File: config.mk
export PLATFORM = sky130hd
export DESIGN_NAME = acc_cpu_core
export DESIGN_NICKNAME = d
export VERILOG_FILES = /design/src/rtl/acc_pkg.sv /design/src/rtl/acc_alu.sv /design/src/rtl/acc_seq_ctrl.sv /design/src/rtl/acc_regs.sv /design/src/rtl/acc_cpu_core.sv
export SDC_FILE = /design/constraint.sdc
export NUM_CORES = 1
export LEC_CHECK = 0
export BUFFER_PORTS_ARGS = -buffer_cell sky130_fd_sc_hd__buf_4
export CAP_MARGIN = 20
export CELL_PAD_IN_SITES_DETAIL_PLACEMENT = 1
export CELL_PAD_IN_SITES_GLOBAL_PLACEMENT = 1
export CORE_MARGIN = 2
export CORE_UTILIZATION = 50
export DETAILED_ROUTE_END_ITERATION = 16
export MAX_ROUTING_LAYER = met4
export PLACE_DENSITY = 0.95
export SYNTH_ARGS = -nofsm -noshare
export SYNTH_HDL_FRONTEND = slang
export SYNTH_HIERARCHICAL = 1
export SYNTH_SLANG_ARGS = --single-unit
export TNS_END_PERCENT = 20
File: constraint.sdc
create_clock -name clk -period 9.39 [get_ports clk]
set_input_delay 0 -clock clk [delete_from_list [all_inputs] [get_ports clk]]
set_output_delay 0 -clock clk [all_outputs]
set_load 0.1 [all_outputs]
File: src/rtl/acc_pkg.sv
package acc_pkg;

  localparam int unsigned OPC_W = 4;

  typedef enum logic [OPC_W-1:0] {
    OPC_HALT  = 4'd0,
    OPC_LOAD  = 4'd1,
    OPC_ADD   = 4'd2,
    OPC_SUB   = 4'd3,
    OPC_AND   = 4'd4,
    OPC_STORE = 4'd5
  } opc_e;

  typedef enum logic [3:0] {
    ST_F_EAR   = 4'd0,
    ST_F_READ  = 4'd1,
    ST_F_MBR   = 4'd2,
    ST_F_IR    = 4'd3,
    ST_PC_STEP = 4'd4,
    ST_O_EAR   = 4'd5,
    ST_O_READ  = 4'd6,
    ST_O_MBR   = 4'd7,
    ST_EXEC    = 4'd8,
    ST_WRITE   = 4'd9,
    ST_STOP    = 4'd10
  } seq_state_e;

  typedef struct packed {
    logic ear_from_pc;
    logic ear_from_ir;
    logic mbr_ld;
    logic ir_ld;
    logic pc_inc;
    logic acc_ld;
    logic rd;
    logic wr;
  } seq_ctl_t;

  function automatic logic opc_uses_operand(input logic [OPC_W-1:0] o);
    return (o == OPC_LOAD) || (o == OPC_ADD) || (o == OPC_SUB) || (o == OPC_AND);
  endfunction

endpackage

File: src/rtl/acc_alu.sv
module acc_alu
  import acc_pkg::*;
#(
  parameter int unsigned WORD_W = 16
) (
  input  logic [OPC_W-1:0]  opc,
  input  logic [WORD_W-1:0] acc_in,
  input  logic [WORD_W-1:0] opnd,
  output logic [WORD_W-1:0] result
);

  function automatic logic [WORD_W-1:0] acc_op(
    input logic [OPC_W-1:0]  o,
    input logic [WORD_W-1:0] a,
    input logic [WORD_W-1:0] b
  );
    logic [WORD_W-1:0] r;
    case (o)
      OPC_LOAD: r = b;
      OPC_ADD:  r = a + b;
      OPC_SUB:  r = a - b;
      OPC_AND:  r = a & b;
      default:  r = a;
    endcase
    return r;
  endfunction

  assign result = acc_op(opc, acc_in, opnd);

endmodule

File: src/rtl/acc_seq_ctrl.sv
module acc_seq_ctrl
  import acc_pkg::*;
(
  input  logic             clk,
  input  logic             rst_n,
  input  logic [OPC_W-1:0] opc,
  output seq_ctl_t         ctl,
  output logic             halted
);

  seq_state_e state_q, state_d;

  always_ff @(posedge clk or negedge rst_n) begin
    if (!rst_n) state_q <= ST_F_EAR;
    else        state_q <= state_d;
  end

  always_comb begin
    state_d = state_q;
    case (state_q)
      ST_F_EAR:   state_d = ST_F_READ;
      ST_F_READ:  state_d = ST_F_MBR;
      ST_F_MBR:   state_d = ST_F_IR;
      ST_F_IR:    state_d = ST_PC_STEP;
      ST_PC_STEP: state_d = ST_O_EAR;
      ST_O_EAR: begin
        if (opc == OPC_HALT)          state_d = ST_STOP;
        else if (opc == OPC_STORE)    state_d = ST_WRITE;
        else if (opc_uses_operand(opc)) state_d = ST_O_READ;
        else                          state_d = ST_F_EAR;
      end
      ST_O_READ:  state_d = ST_O_MBR;
      ST_O_MBR:   state_d = ST_EXEC;
      ST_EXEC:    state_d = ST_F_EAR;
      ST_WRITE:   state_d = ST_F_EAR;
      ST_STOP:    state_d = ST_STOP;
      default:    state_d = ST_F_EAR;
    endcase
  end

  always_comb begin
    ctl = '0;
    case (state_q)
      ST_F_EAR:   ctl.ear_from_pc = 1'b1;
      ST_F_READ:  ctl.rd          = 1'b1;
      ST_F_MBR:   ctl.mbr_ld      = 1'b1;
      ST_F_IR:    ctl.ir_ld       = 1'b1;
      ST_PC_STEP: ctl.pc_inc      = 1'b1;
      ST_O_EAR:   ctl.ear_from_ir = 1'b1;
      ST_O_READ:  ctl.rd          = 1'b1;
      ST_O_MBR:   ctl.mbr_ld      = 1'b1;
      ST_EXEC:    ctl.acc_ld      = 1'b1;
      ST_WRITE:   ctl.wr          = 1'b1;
      default:    ctl = '0;
    endcase
  end

  assign halted = (state_q == ST_STOP);

  assert_wr_single_R9: assert property (@(posedge clk) disable iff (!rst_n)
    ctl.wr |=> !ctl.wr);
  assert_rd_wr_excl_R9: assert property (@(posedge clk) disable iff (!rst_n)
    !(ctl.rd && ctl.wr));
  assert_halt_sticky_R10: assert property (@(posedge clk) disable iff (!rst_n)
    halted |=> halted);
  assert_halt_quiet_R10: assert property (@(posedge clk) disable iff (!rst_n)
    halted |-> (!ctl.rd && !ctl.wr && !ctl.acc_ld && !ctl.pc_inc));
  assert_read_then_capture_R2: assert property (@(posedge clk) disable iff (!rst_n)
    ctl.rd |=> ctl.mbr_ld);

endmodule

File: src/rtl/acc_regs.sv
module acc_regs
  import acc_pkg::*;
#(
  parameter int unsigned WORD_W = 16,
  parameter int unsigned ADDR_W = 12
) (
  input  logic              clk,
  input  logic              rst_n,
  input  seq_ctl_t          ctl,
  input  logic [WORD_W-1:0] mem_rdata,
  input  logic [WORD_W-1:0] alu_y,
  output logic [ADDR_W-1:0] ear,
  output logic [WORD_W-1:0] acc,
  output logic [WORD_W-1:0] mbr,
  output logic [OPC_W-1:0]  ir_opc
);

  logic [ADDR_W-1:0] pc;
  logic [WORD_W-1:0] ir;

  always_ff @(posedge clk or negedge rst_n) begin
    if (!rst_n)          pc <= '0;
    else if (ctl.pc_inc) pc <= pc + 1'b1;
  end

  always_ff @(posedge clk or negedge rst_n) begin
    if (!rst_n)               ear <= '0;
    else if (ctl.ear_from_pc) ear <= pc;
    else if (ctl.ear_from_ir) ear <= ir[ADDR_W-1:0];
  end

  always_ff @(posedge clk or negedge rst_n) begin
    if (!rst_n)          mbr <= '0;
    else if (ctl.mbr_ld) mbr <= mem_rdata;
  end

  always_ff @(posedge clk or negedge rst_n) begin
    if (!rst_n)         ir <= '0;
    else if (ctl.ir_ld) ir <= mbr;
  end

  always_ff @(posedge clk or negedge rst_n) begin
    if (!rst_n)          acc <= '0;
    else if (ctl.acc_ld) acc <= alu_y;
  end

  assign ir_opc = ir[WORD_W-1 -: OPC_W];

  assert_pc_step_R3: assert property (@(posedge clk) disable iff (!rst_n)
    ctl.pc_inc |=> (pc == $past(pc) + 1'b1));
  assert_acc_hold_R11: assert property (@(posedge clk) disable iff (!rst_n)
    !ctl.acc_ld |=> $stable(acc));
  assert_pc_hold_R3: assert property (@(posedge clk) disable iff (!rst_n)
    !ctl.pc_inc |=> $stable(pc));

endmodule

File: src/rtl/acc_cpu_core.sv
module acc_cpu_core
  import acc_pkg::*;
#(
  parameter int unsigned WORD_W = 16
) (
  input  logic                    clk,
  input  logic                    rst_n,
  output logic [WORD_W-OPC_W-1:0] mem_addr,
  output logic                    mem_rd,
  input  logic [WORD_W-1:0]       mem_rdata,
  output logic                    mem_wr,
  output logic [WORD_W-1:0]       mem_wdata,
  output logic                    halted
);

  localparam int unsigned ADDR_W = WORD_W - OPC_W;

  seq_ctl_t          ctl;
  logic [OPC_W-1:0]  ir_opc;
  logic [WORD_W-1:0] acc, mbr, alu_y;
  logic [ADDR_W-1:0] ear;

  acc_seq_ctrl u_ctrl (
    .clk    (clk),
    .rst_n  (rst_n),
    .opc    (ir_opc),
    .ctl    (ctl),
    .halted (halted)
  );

  acc_regs #(.WORD_W(WORD_W), .ADDR_W(ADDR_W)) u_regs (
    .clk       (clk),
    .rst_n     (rst_n),
    .ctl       (ctl),
    .mem_rdata (mem_rdata),
    .alu_y     (alu_y),
    .ear       (ear),
    .acc       (acc),
    .mbr       (mbr),
    .ir_opc    (ir_opc)
  );

  acc_alu #(.WORD_W(WORD_W)) u_alu (
    .opc    (ir_opc),
    .acc_in (acc),
    .opnd   (mbr),
    .result (alu_y)
  );

  assign mem_addr  = ear;
  assign mem_rd    = ctl.rd;
  assign mem_wr    = ctl.wr;
  assign mem_wdata = acc;

  assert_reset_quiet_R1: assert property (@(posedge clk)
    !rst_n |-> (!mem_rd && !mem_wr && !halted));
  assert_wdata_held_R9: assert property (@(posedge clk) disable iff (!rst_n)
    mem_wr |-> $stable(mem_wdata));

endmodule

==> results.json <==
{
  "final.period_utilization_pct": 43.5,
  "drive_gt1_share_pct": 24.5,
  "synthAdderAreaFrac_pct": 4.96,
  "gp_congestion": 0.968,
  "final_cell_area_um2": 5730,
  "hold_slack_ns": 0.346,
  "multi_input_area_um2": 2830,
  "drt_iter0_markers": 281,
  "startpoint_type": "register",
  "ys.flop_type": "dfrtp_1",
  "synthesis.nets": 548,
  "path_class": "register to register",
  "async_flop_share_pct": 100,
  "netlist_top_cells_area": "dfrtp_1, mux2_2, ha_1, xnor2_1, nand2_1",
  "die_h_um": 103,
  "cts_max_level": 3,
  "yosysWarnings": 6,
  "finClkSkew_ns": 0.0124,
  "nets": 596,
  "ff2ff_setup_slack_ns": 5.30,
  "setup_violations": 0,
  "viasPerCell": 6.04,
  "yosys.area_share.simple_pct": 13.8,
  "synth_edf_count": 0,
  "slew_viol_final": 0,
  "synth_top_family_by_area": "compound AO/OA/AOI/OAI gates",
  "arrival_ns": 4.34,
  "synth_compound_area_share_pct": 16.7,
  "ff2ff_path_depth": 13,
  "rsz0062_at_grt": "false",
  "overflow": 0,
  "fillCellCount": 1063,
  "cts-root-buf": "clkbuf_8",
  "path_clk_slew_ns": 0.09,
  "grt_start_max_net_pins": 77,
  "cts.path.max_buffers": 2,
  "die-width_um": 103,
  "die-area_um2": 10700,
  "yosysMostFrequentCell": "dfrtp_1",
  "dp_slack_ns": 5.43,
  "synth.distinct_cells": 60,
  "finalWirelength_um": 15200,
  "syn_to_final_growth_pct": 15.8,
  "vias": 4220,
  "worstHoldPathType": "primary input to async pin",
  "cp-end-kind": "register",
  "cts_tree": "done",
  "synth_area_um2": 4950,
  "antenna_found_initial": 2,
  "synth_xor_xnor_area_share_pct": 6.55,
  "synth_commonest_cells": "dfrtp_1, mux2_2, nand2_1",
  "rows": 36,
  "hpwl_um": 10500,
  "fmax_mhz": 245,
  "coreArea_um2": 9680,
  "dpl_cell_area_um2": 5380,
  "syn_avg_cell_area_um2": 9.68,
  "cts.sinks": 76,
  "initial_core_util_pct": 51.1,
  "hold_viol_final": 0,
  "drcViolationCount": 0,
  "io_buffers": 48,
  "drt_pass1_iterations": 5,
  "wl_per_cell_um": 21.7,
  "max-cap-violations": 0,
  "antenna_left": 0,
  "setup_ws_ns": 5.30,
  "status": "complete, no violations",
  "ys_seq_area_share_pct": 38.4,
  "reg2reg_from": "u_regs/ir[14]",
  "synth_top_cell_area_share_pct": 38.4,
  "slew-limit-headroom_pct": 31.8,
  "io_pins": 49,
  "final.setup.tns_ns": 0,
  "ys_seq_elements": 76,
  "seq_area_um2": 1900,
  "post_cts_resized": 0,
  "first_global_vias": 4548,
  "synthMuxAreaShare_pct": 14.7,
  "crit_fanout": 29,
  "worstMarginPinSlew_ns": 1.02,
  "clock_latency_ns": 0.36,
  "finalCriticalPeriod_ns": 4.09,
  "grt_use_total_pct": 31.1,
  "cts_buffers": 9,
  "r2r_end": "u_regs/acc[14]",
  "syn_inst": 511,
  "grt_pass1_wl_um": 24400,
  "crit_required_ns": 9.64,
  "yosysTopAreaCell": "dfrtp_1"
}
[metal layers]
| metal | global-route usage [%] | part of all wire [%] | up-vias |
|---|---|---|---|
| met3 | 4.44 | 4.3 | 41 |
| met1 | 38.3 | 43 | 2088 |
| met4 | 12.7 | 2.6 | 0 |
| met5 | - | 0 | - |
| li1 | - | - | 1927 |
| met2 | 51.6 | 50 | 164 |
[worst max-delay path by stage]
stage	from	end	slack, ns
after CTS	u_regs/ir[14]	u_regs/acc[14]	5.36
after global placement	u_regs/ir[13]	u_regs/acc[14]	5.68
final	u_regs/ir[14]	u_regs/acc[14]	5.30
after floorplan	u_regs/mbr[4]	u_regs/acc[15]	6.14
after global routing	u_regs/ir[14]	u_regs/acc[14]	5.08
after detailed placement	u_regs/ir[14]	u_regs/acc[14]	5.43
[logic make-up after synthesis]
kind of cell               Yosys count
and+or+nand+nor                    129
xor gates and xnor gates            37
DFF                                 76
AOI/OAI and AO/OA                  129
adders and majority gates           19
buffers and inverters               55
muxes                               66
[layout by cell type, fill, tap and decap left out, types with 5 or more instances in the layout]
master,synthesis,layout
a21oi_1,33,33
o21ai_0,36,36
nand2b_1,6,6
ha_1,18,18
nand2_1,49,49
nand3_1,7,7
xor2_1,13,13
a21o_1,5,5
buf_4,5,52
o21ai_1,10,10
o221ai_1,11,11
xnor2_1,24,24
nor2_1,23,23
dfrtp_1,76,76
mux2_2,52,52
dlygate4sd3_1,0,17
inv_1,23,23
mux2i_1,14,14
nor3_1,12,10
clkbuf_8,0,9
[registers in the layout, indices dropped and copies added (netlist names)]
name            count
u_regs/ear         12
u_regs/ir          16
u_regs/acc         16
u_regs/mbr         16
u_ctrl/state_q      4
u_regs/pc          12
[stage by stage]
step           instances  utilization (%)
2_1_floorplan        511                -
3_3_place_gp         664             55.5
3_5_place_dp         664             55.5
4_1_cts              697             59.1
5_1_grt              699             59.2
6_report             699             59.2
[worst max-delay path, stage by stage (launching register included)]
cell and delay (ns):
dfrtp_1 0.75, nor2_1 0.41, and2_1 0.30, nand2_1 0.23, nand2_1 0.16, o21ai_0 0.15, fa_1 0.44, nor2b_1 0.21
o211ai_1 0.18, a211o_1 0.34, a21oi_1 0.21, nor2_1 0.08, a211o_1 0.24, mux2_2 0.26
[cell type report]
type                            instances  share of cell area [%]
Multi-Input combinational cell        380                    49.5
Sequential cell                        76                    33.2
Timing Repair Buffer                   69                    9.78
Tap cell                              133                    2.90
Clock buffer                            9                    2.16
Inverter                               23                    1.51
Clock inverter                          7                   0.895
Antenna cell                            2                  0.0874
[repair_timing]
item	4_1_cts	5_1_grt
setup buffers	0	0
hold buffers	17	0
hold endpoints to repair	92	0
Power is left out: the tool's default activity adds up to more than one toggle a clock period on the data nets, which glitch-free logic cannot reach.
